==> config.mk <==
export PLATFORM = sky130hd
export DESIGN_NAME = vec_trap_seq
export DESIGN_NICKNAME = d
export VERILOG_FILES = /design/src/rtl/vec_trap_seq.sv
export SDC_FILE = /design/constraint.sdc
export NUM_CORES = 1
export LEC_CHECK = 0
export ABC_AREA = 1
export BUFFER_PORTS_ARGS = -buffer_cell sky130_fd_sc_hd__buf_2
export CORE_AREA = 2 2 212 266
export CTS_CLUSTER_DIAMETER = 40
export DETAILED_ROUTE_END_ITERATION = 10
export DIE_AREA = 0 0 214 268
export HOLD_SLACK_MARGIN = 0.1
export PLACE_DENSITY = 0.45
export SLEW_MARGIN = 0
export SYNTH_ARGS = -nofsm -noshare
export SYNTH_HDL_FRONTEND = slang
export SYNTH_SLANG_ARGS = --single-unit
==> constraint.sdc <==
create_clock -name clk -period 4.6 [get_ports clk]
set_input_delay 0.46 -clock clk [delete_from_list [all_inputs] [get_ports clk]]
set_output_delay 0.46 -clock clk [all_outputs]
set_load 0.02 [all_outputs]
==> src/rtl/vec_trap_seq.sv <==
`timescale 1ns/10ps
module vec_trap_seq (
  input  logic        clk,
  input  logic        rst_n,
  input  logic        csr_we,
  input  logic [2:0]  csr_addr,
  input  logic [31:0] csr_wdata,
  output logic [31:0] csr_rdata,
  input  logic        irq_req,
  input  logic [9:0]  irq_id,
  input  logic [7:0]  irq_lvl,
  input  logic        irq_shv,
  output logic        irq_take,
  input  logic        exc_req,
  input  logic [11:0] exc_code,
  input  logic        ret_req,
  input  logic [31:0] pc_in,
  output logic        pc_load,
  output logic [31:0] pc_next,
  output logic        mem_req_valid,
  input  logic        mem_req_ready,
  output logic [31:0] mem_req_addr,
  input  logic        mem_rsp_valid,
  input  logic [31:0] mem_rsp_data,
  output logic        busy
);
  typedef enum logic [1:0] {S_IDLE, S_REQ, S_WAIT} st_t;

  st_t         st_q;
  logic [31:0] tvec_q, vtb_q, alt_q, cause_q, ist_q, epc_q, maddr_q;
  logic        mie_q, mpie_q;
  logic [1:0]  mpp_q, priv_q;

  wire idle      = (st_q == S_IDLE);
  wire clic_mode = (tvec_q[5:0] == 6'b000011);
  wire irq_en    = (priv_q != 2'b11) || mie_q;
  wire exc_take  = idle && exc_req;
  assign irq_take = idle && !exc_req && irq_req && clic_mode && irq_en;
  wire ret_take  = idle && !exc_req && !irq_take && ret_req;
  wire evt       = exc_take || irq_take || ret_take;
  wire csr_go    = csr_we && !evt;
  wire tvec_ok   = !csr_wdata[1] || (csr_wdata[5:0] == 6'b000011);

  wire [31:0] base_tgt = tvec_q & ~32'h3;
  wire [31:0] nv_tgt   = alt_q[0] ? (alt_q & ~32'h3) : base_tgt;
  wire        ret_from_cause = clic_mode && cause_q[31];
  wire [1:0]  ret_priv = ret_from_cause ? cause_q[29:28] : mpp_q;
  wire [31:0] mstat    = {19'b0, mpp_q, 3'b0, mpie_q, 3'b0, mie_q, 3'b0};

  assign busy          = !idle;
  assign mem_req_valid = (st_q == S_REQ);
  assign mem_req_addr  = maddr_q;

  always_comb begin
    case (csr_addr)
      3'd0:    csr_rdata = tvec_q;
      3'd1:    csr_rdata = vtb_q;
      3'd2:    csr_rdata = alt_q;
      3'd3:    csr_rdata = cause_q;
      3'd4:    csr_rdata = ist_q;
      3'd5:    csr_rdata = epc_q;
      3'd6:    csr_rdata = mstat;
      default: csr_rdata = {30'b0, priv_q};
    endcase
  end

  always_ff @(posedge clk or negedge rst_n) begin
    if (!rst_n) begin
      st_q    <= S_IDLE;
      tvec_q  <= '0;
      vtb_q   <= '0;
      alt_q   <= '0;
      cause_q <= '0;
      ist_q   <= '0;
      epc_q   <= '0;
      maddr_q <= '0;
      mie_q   <= 1'b0;
      mpie_q  <= 1'b0;
      mpp_q   <= 2'b00;
      priv_q  <= 2'b11;
      pc_load <= 1'b0;
      pc_next <= '0;
    end else begin
      pc_load <= 1'b0;

      if (csr_go) begin
        case (csr_addr)
          3'd0: if (tvec_ok) tvec_q <= csr_wdata;
          3'd1: vtb_q   <= csr_wdata;
          3'd2: alt_q   <= csr_wdata;
          3'd3: cause_q <= csr_wdata;
          3'd4: ist_q   <= {csr_wdata[31:24], 16'b0, csr_wdata[7:0]};
          3'd5: epc_q   <= csr_wdata;
          3'd6: begin
            mie_q  <= csr_wdata[3];
            mpie_q <= csr_wdata[7];
            mpp_q  <= csr_wdata[12:11];
          end
          default: ;
        endcase
      end

      if (exc_take || irq_take) begin
        epc_q  <= pc_in;
        mie_q  <= 1'b0;
        mpie_q <= mie_q;
        mpp_q  <= priv_q;
        priv_q <= 2'b11;
      end

      if (exc_take) begin
        cause_q <= {20'b0, exc_code};
        pc_load <= 1'b1;
        pc_next <= base_tgt;
      end else if (irq_take) begin
        cause_q <= {1'b1, irq_shv, priv_q, mie_q, 3'b0, ist_q[31:24], 6'b0, irq_id};
        ist_q[31:24] <= irq_lvl;
        if (irq_shv) begin
          st_q    <= S_REQ;
          maddr_q <= vtb_q + {20'b0, irq_id, 2'b00};
        end else begin
          pc_load <= 1'b1;
          pc_next <= nv_tgt;
        end
      end else if (ret_take) begin
        pc_load <= 1'b1;
        pc_next <= epc_q;
        mie_q   <= mpie_q;
        mpie_q  <= 1'b1;
        priv_q  <= ret_priv;
        mpp_q   <= ret_from_cause ? cause_q[29:28] : 2'b00;
        if (clic_mode) ist_q[31:24] <= cause_q[23:16];
      end

      case (st_q)
        S_REQ:  if (mem_req_ready) st_q <= S_WAIT;
        S_WAIT: if (mem_rsp_valid) begin
          st_q        <= S_IDLE;
          pc_load     <= 1'b1;
          pc_next     <= mem_rsp_data;
          cause_q[30] <= 1'b0;
        end
        default: ;
      endcase
    end
  end
endmodule

==> results by group, run 1 <==
Outcome
  • Status: completed

Floorplan
  • Io pins: 238
  • Die height: 268 um
  • Die ar.: 57,350 sq um
  • Core area: 54,650 sq um
  • Initial Util: 24.78%
  • Number of core rows: 96
  • Die Wd: 214 um

Clocking
  • Clk Latency, worst-skew pair: 0.55 ns
  • CTS Root Cell: clkbuf_16
  • Reg clk slew, reported paths: 0.06 ns
  • Num CTS Buffers: 40
  • Sink Count: 249
  • TritonCTS clock tree: built
  • Hold buffer count at cts: 1
  • CTS Buffer Depth: 3
  • Htree depth: 2
  • Post-CTS setup buffers: 0
  • CTS resizes: 0

Route
  • Vias per inst: 4.877
  • ANT nets after route: 0
  • Vias: 13,856
  • WL/cell: 22.56 um
  • Detailed Routing Iterations Pass 1: 6
  • Final wirelength: 64,090 um
  • Remaining DRCs: 0
  • Starting DRT DRC Count: 1,199

Timing
  • Fin. max-slew vios: 0
  • Post-layout min period: 3.446 ns
  • Slew headroom: 30.55%
  • Final Skew: 0.02075 ns
  • Fin. Hold Viols: 0
  • Hold_ws: 0.1192 ns
  • Worst-Margin Slew: 1.042 ns
  • Final worst-path cycle share: 74.91%
  • RSZ-0062 raised after global routing: no
  • Final TNS setup: 0 ns
  • Final setup vio count: 0
  • Fmax: 290.2 MHz

Place
  • Global placer's final weighted congestion: 0.8990
  • Buffers on Ports: 237
  • Placement-stage cell area: 15,580 sq um
  • Post-DP HPWL: 47,990 um

Setup path
  • Required time worst endpoint: 5.04 ns
  • Crit start category: flip-flop
  • Arrival time worst endpoint: 3.89 ns
  • CP endpoint kind: flip-flop
  • CP Max Fanout: 28
  • Worst setup path class: flip-flop to flip-flop

Global routing
  • Pin count of the biggest net entering global routing: 104
  • First-pass GRT wire length: 92,600 um
  • Initial antenna violation count: 4
  • Total gr overflow: 0
  • Total Routing Usage GR: 21.87%
  • Vias in the first global route: 13,740

Finish
  • Proportion of layout cells with a drive suffix above 1: 17.47%
  • Final net count: 2,227
  • Reg area: 6233 sq um
  • Antenna diodes: 0
  • Area grow syn2layout: 24.76%
  • Final instance area: 16,900 sq um
  • Area occupied by multi-input gates: 6215 sq um
  • Filler Cells Inserted: 5,932

Yosys
  • Synth top cells by count: nand2_1, o21ai_0, dfrtp_1, inv_1, nor2_1
  • Seq/Total Area, Yosys: 46.03%
  • Area leader, netlist: dfrtp_1
  • Top cell type's share of synthesized area: 45.64%
  • Synthesized flop and latch total: 249
  • Synth area leaders: dfrtp_1, nand2_1, o21ai_0
  • Post-synth EDFFs: 0
  • Ys async rst share: 100.0%
  • Most frequent cell after synthesis: nand2_1
  • Post-Syn Area: 13,540 sq um
  • Mapped Nets: 2,000
  • Yosys warnings: 0
  • Most common flop cell mapped by yosys: dfrtp_1
  • Distinct cells, synth: 44
  • Syn Area/Cell: 7.328 sq um
  • Cells after Synth: 1,848

Job
  • Maximum capacitance violations: 0

Power
  • Max VDD drop: 0.2229 mV
  • Lkg Pwr: 8.376 nW
  • Total power draw: 10.57 mW
  • Pwr/cell area: 625.8 nW/um^2

Min path
  • Hold Crit Class: input port to flip-flop
==> final timing paths <==
check,start,end,depth (start not counted),slack (ns)
max,st_q[0]$_DFF_PN0_,ist_q[29]$_DFF_PN0_,11,1.15
min,mem_rsp_data[0],pc_next[0]$_DFF_PN0_,3,0.12
max reg2reg,st_q[0]$_DFF_PN0_,ist_q[29]$_DFF_PN0_,11,1.15
min reg2reg,mem_req_addr[3]$_DFFE_PN0P_,mem_req_addr[3]$_DFFE_PN0P_,2,0.47
max in group asynchronous,rst_n,mem_req_addr[17]$_DFFE_PN0P_,3,2.99
min in group asynchronous,rst_n,pc_next[4]$_DFF_PN0_,2,0.60
==> stage by stage <==
stage | cells | setup WS [ns] | utilization [%]
3_5_place_dp | 2767 | 1.169 | 28.51
6_report | 2841 | 1.154 | 30.92
2_1_floorplan | 1848 | 2.380 | -
5_1_grt | 2841 | 1.023 | 30.92
3_3_place_gp | 2767 | 1.281 | 28.51
4_1_cts | 2841 | 1.170 | 30.92
==> state kept, by name, indices dropped and copies added, names as in the netlist <==
register / flops
cause_q: 32
pc_load: 1
tvec_q: 32
alt_q: 32
mie_q: 1
ist_q: 16
mpp_q: 2
vtb_q: 32
st_q: 2
mem_req_addr: 32
pc_next: 32
priv_q: 2
epc_q: 32
mpie_q: 1
==> placed cells by master (no fill, tap or decap), drive strengths merged, types with 5 or more instances in the layout <==
cell,instances
nor3,10
inv,204
nand3,100
a22oi,20
clkinv,15
a31oi,5
dfrtp,247
a221oi,20
clkinvlp,6
o2111ai,10
clkbuf,45
nor2,114
ha,13
o21ai,276
buf,268
nand4,12
o22ai,27
xnor2,5
a21oi,103
nand2,580
==> cells by family (layout without fill, tap and decap cells) <==
| family | count (synthesis) | count (layout) | synth area share, % |
|---|---|---|---|
| AND/OR/NAND/NOR | 824 | 824 | 24.90 |
| AO/OA/AOI/OAI | 471 | 471 | 19.11 |
| buffers and inverters | 283 | 541 | 8.158 |
| flip-flops | 249 | 249 | 46.03 |
| adder cells (fa/ha/maj) | 14 | 14 | 1.349 |
| XOR/XNOR | 7 | 7 | 0.4527 |
==> critical path, stage by stage, from the launching register on <==
cell and delay (ns):
dfrtp_1 0.37, inv_1 0.10, ha_1 0.36, nand3_1 0.56, inv_1 0.26, nand2_2 0.50
inv_2 0.57, nand2_1 0.13, inv_2 0.18, nor2_2 0.12, nand3_1 0.13, nand2_1 0.05
==> where the power goes <==
part	total, mW	internal [mW]	switching (mW)
combinational	3.96	1.17	2.78
clock	2.99	1.79	1.21
sequential	3.62	3.00	0.620
==> routing by layer <==
layer / global-route usage [%] / vias up / routed length, um
met5: 0 / - / 34
met4: 9.431 / 6 / 2755
met3: 3.565 / 128 / 4103
met2: 37.80 / 579 / 31190
met1: 27.00 / 6588 / 26010
li1: - / 6555 / -
==> cell type report <==
type                    count  share of cell area (%)
repair buffers            269                   8.738
clock inverters            28                   1.503
clock buffers              45                   6.220
multi-input cells        1316                   36.78
inverters                 199                   4.421
well taps                 735                   5.443
flip-flops and latches    249                   36.89
(Power assumes the default switching activity.)
==> inputs of run 2 (changes only) <==
clock period = 3.5 ns   (was 4.6 ns; I/O delays follow)
==> run 2 against run 1 <==
Cell count increased by 3.2%; first-iteration DRC count increased by 4.3%; worst hold slack about the same; clock power increased by 40%; highest routed layer unchanged; routed wire length increased by 0.59%; flip-flop and latch count unchanged; die area unchanged; core utilization increased by 1.7 points; critical path depth increased by 1; sequential share of layout area decreased by 1.9 points; global-route usage increased by 0.20 points.
==> results by group, run 2 (synthesis gave the netlist of run 1 again) <==
Outcome
  • Status: completed

Power
  • Lkg Pwr: 8.782 nW (+4.8%)
  • Pwr/cell area: 799.3 nW/um^2 (+28%)
  • Max VDD drop: 0.2913 mV (+31%)
  • Total power draw: 14.23 mW (+35%)

Clocking
  • Htree depth: 2 (unchanged)
  • Sink Count: 249 (unchanged)
  • Num CTS Buffers: 40 (unchanged)
  • TritonCTS clock tree: built
  • Post-CTS setup buffers: 0 (unchanged)
  • Clk Latency, worst-skew pair: 0.55 ns (about the same)
  • CTS Buffer Depth: 3 (unchanged)
  • Reg clk slew, reported paths: 0.05 ns (about the same)
  • CTS Root Cell: clkbuf_16

Place
  • Post-DP HPWL: 48,310 um (+0.68%)
  • Dpl ws: 0.6354 ns (-0.5341 ns)
  • Placement-stage cell area: 15,670 sq um (+0.59%)
  • Global placer's final weighted congestion: 0.8861 (-1.4%)
  • Buffers on Ports: 237 (unchanged)
  • Cells after DPL: 2,781 (+0.51%)

Route
  • ANT nets after route: 0 (unchanged)
  • WL/cell: 21.99 um (-2.5%)
  • Detailed Routing Iterations Pass 1: 6 (unchanged)
  • Vias per inst: 4.904 (+0.55%)
  • Final wirelength: 64,470 um (+0.59%)
  • Starting DRT DRC Count: 1,250 (+4.3%)
  • Remaining DRCs: 0 (unchanged)
  • Vias: 14,374 (+3.7%)

Global routing
  • Total gr overflow: 0 (unchanged)
  • Pin count of the biggest net entering global routing: 80 (-23%)
  • Total Routing Usage GR: 22.08% (+0.20 points)
  • First-pass GRT wire length: 94,210 um (+1.7%)
  • Initial antenna violation count: 5 (+1)
  • Vias in the first global route: 14,390 (+4.7%)

Timing
  • RSZ-0062 raised after global routing: no
  • Final worst-path cycle share: 91.81% (+17 points)
  • Slew headroom: 44.84% (+14 points)
  • Final setup vio count: 0 (unchanged)
  • Fmax: 311.2 MHz (+7.2%)
  • Post-layout min period: 3.213 ns (-0.2322 ns)
  • Worst-Margin Slew: 0.8265 ns (-0.2152 ns)
  • Final Skew: 0.02685 ns (+0.006097 ns)
  • Fin. Hold Viols: 0 (unchanged)
  • Fin. max-slew vios: 0 (unchanged)
  • Hold_ws: 0.1190 ns (-0.0001960 ns)
  • Worst setup margin: 0.2866 ns (-0.8678 ns)
  • Final TNS setup: 0 ns (unchanged)

Min path
  • Hold Crit Class: input port to flip-flop

Setup path
  • Crit start category: flip-flop
  • CP endpoint kind: flip-flop
  • Cell Chain, Critical Path: inv_1 > ha_1 > nand3_1 > nor2_1 > nand2_4 > nand4_4 > nor2_2 > nor2_2 > buf_4 > nand2_1 > nand3_1 > dlygate4sd3_1
  • CP Max Fanout: 19 (-32%)
  • Required time worst endpoint: 3.98 ns (-1.06 ns)
  • Worst setup path class: flip-flop to flip-flop
  • Max incr delay on CP: 0.55 ns (-0.02 ns)
  • Slowest stage cell, crit path: dlygate4sd3_1
  • Arrival time worst endpoint: 3.69 ns (-0.20 ns)

Job
  • Maximum capacitance violations: 0 (unchanged)

Finish
  • Commonest non-fill, non-tap cell in the layout: nand2_1
  • Most frequent cells in the layout: nand2_1, o21ai_0, dfrtp_1, buf_2, inv_1
  • Final core utilization: 32.58% (+1.7 points)
  • Non-filler cells, final: 2,931 (+3.2%)
  • Final net count: 2,313 (+3.9%)
  • Proportion of layout cells with a drive suffix above 1: 17.33% (-0.15 points)
  • Final instance area: 17,810 sq um (+5.4%)
  • Area grow syn2layout: 31.48%

Floorplan
  • Die height: 268 um (unchanged)
  • Die ar.: 57,350 sq um (unchanged)
  • Io pins: 238 (unchanged)
  • Die Wd: 214 um (unchanged)
  • Initial Util: 24.78% (unchanged)
  • Core area: 54,650 sq um (unchanged)
  • Number of core rows: 96 (unchanged)
## run 2: cell types whose count changed in the layout (fill, tap and decap cells not counted), moves of 3 or more
cell / change
buf_4: +15
bufinv_16: +4
clkbuf_1: +4
clkinvlp_4: -3
diode_2: +3
dlygate4sd3_1: +72
inv_6: -4
## run 2: cell type report
type	instances	area (sq um)
fill	5939	36850
timing repair buffer	355	2290
tap	735	919.6
antenna	3	7.507
multi-input combinational	1316	6217
clock buffer	50	1080
inverter	199	747.0
clock inverter	24	311.5
sequential	249	6233
## run 2: where the power goes
| group | switching [mW] | internal (mW) | total (mW) | leakage (nW) |
|---|---|---|---|---|
| combinational | 3.65 | 1.62 | 5.27 | 4.97 |
| clock | 1.55 | 2.65 | 4.20 | 0.675 |
| sequential | 0.815 | 3.94 | 4.76 | 3.13 |
| total | 6.01 | 8.22 | 14.2 | 8.78 |
## run 2: timing repair
item,in CTS,in global routing
gates resized for setup,0,1
hold buffers,73,0
hold endpoints to repair,144,0
endpoints found under the setup margin,0,2
## run 2: final timing paths
kind / from / endpoint / slack [ns] / cells past startpoint
max: st_q[0]$_DFF_PN0_ / cause_q[2]$_DFFE_PN0P_ / 0.29 / 12
min in group asynchronous: rst_n / epc_q[5]$_DFFE_PN0P_ / 0.36 / 2
min: csr_wdata[0] / vtb_q[0]$_DFFE_PN0P_ / 0.12 / 3
max in group asynchronous: rst_n / mem_req_addr[21]$_DFFE_PN0P_ / 2.18 / 3
min reg2reg: mem_req_addr[18]$_DFFE_PN0P_ / mem_req_addr[18]$_DFFE_PN0P_ / 0.47 / 2
max reg2reg: st_q[0]$_DFF_PN0_ / cause_q[2]$_DFFE_PN0P_ / 0.29 / 12
## run 2: routing by layer
metal / track usage (%) / share of wire (%)
met4: 10.21 / 4.5
met5: 0 / 0.033
met1: 27.99 / 41
met3: 2.739 / 6.0
met2: 37.58 / 48
## run 2: critical path, delay by kind of cell (launching register included)
kind,cells,cell delay (ns)
adder cells (fa/ha/maj),1,0.31
buffers and inverters,3,0.99
flip-flops,1,0.39
AND/OR/NAND/NOR,8,1.46
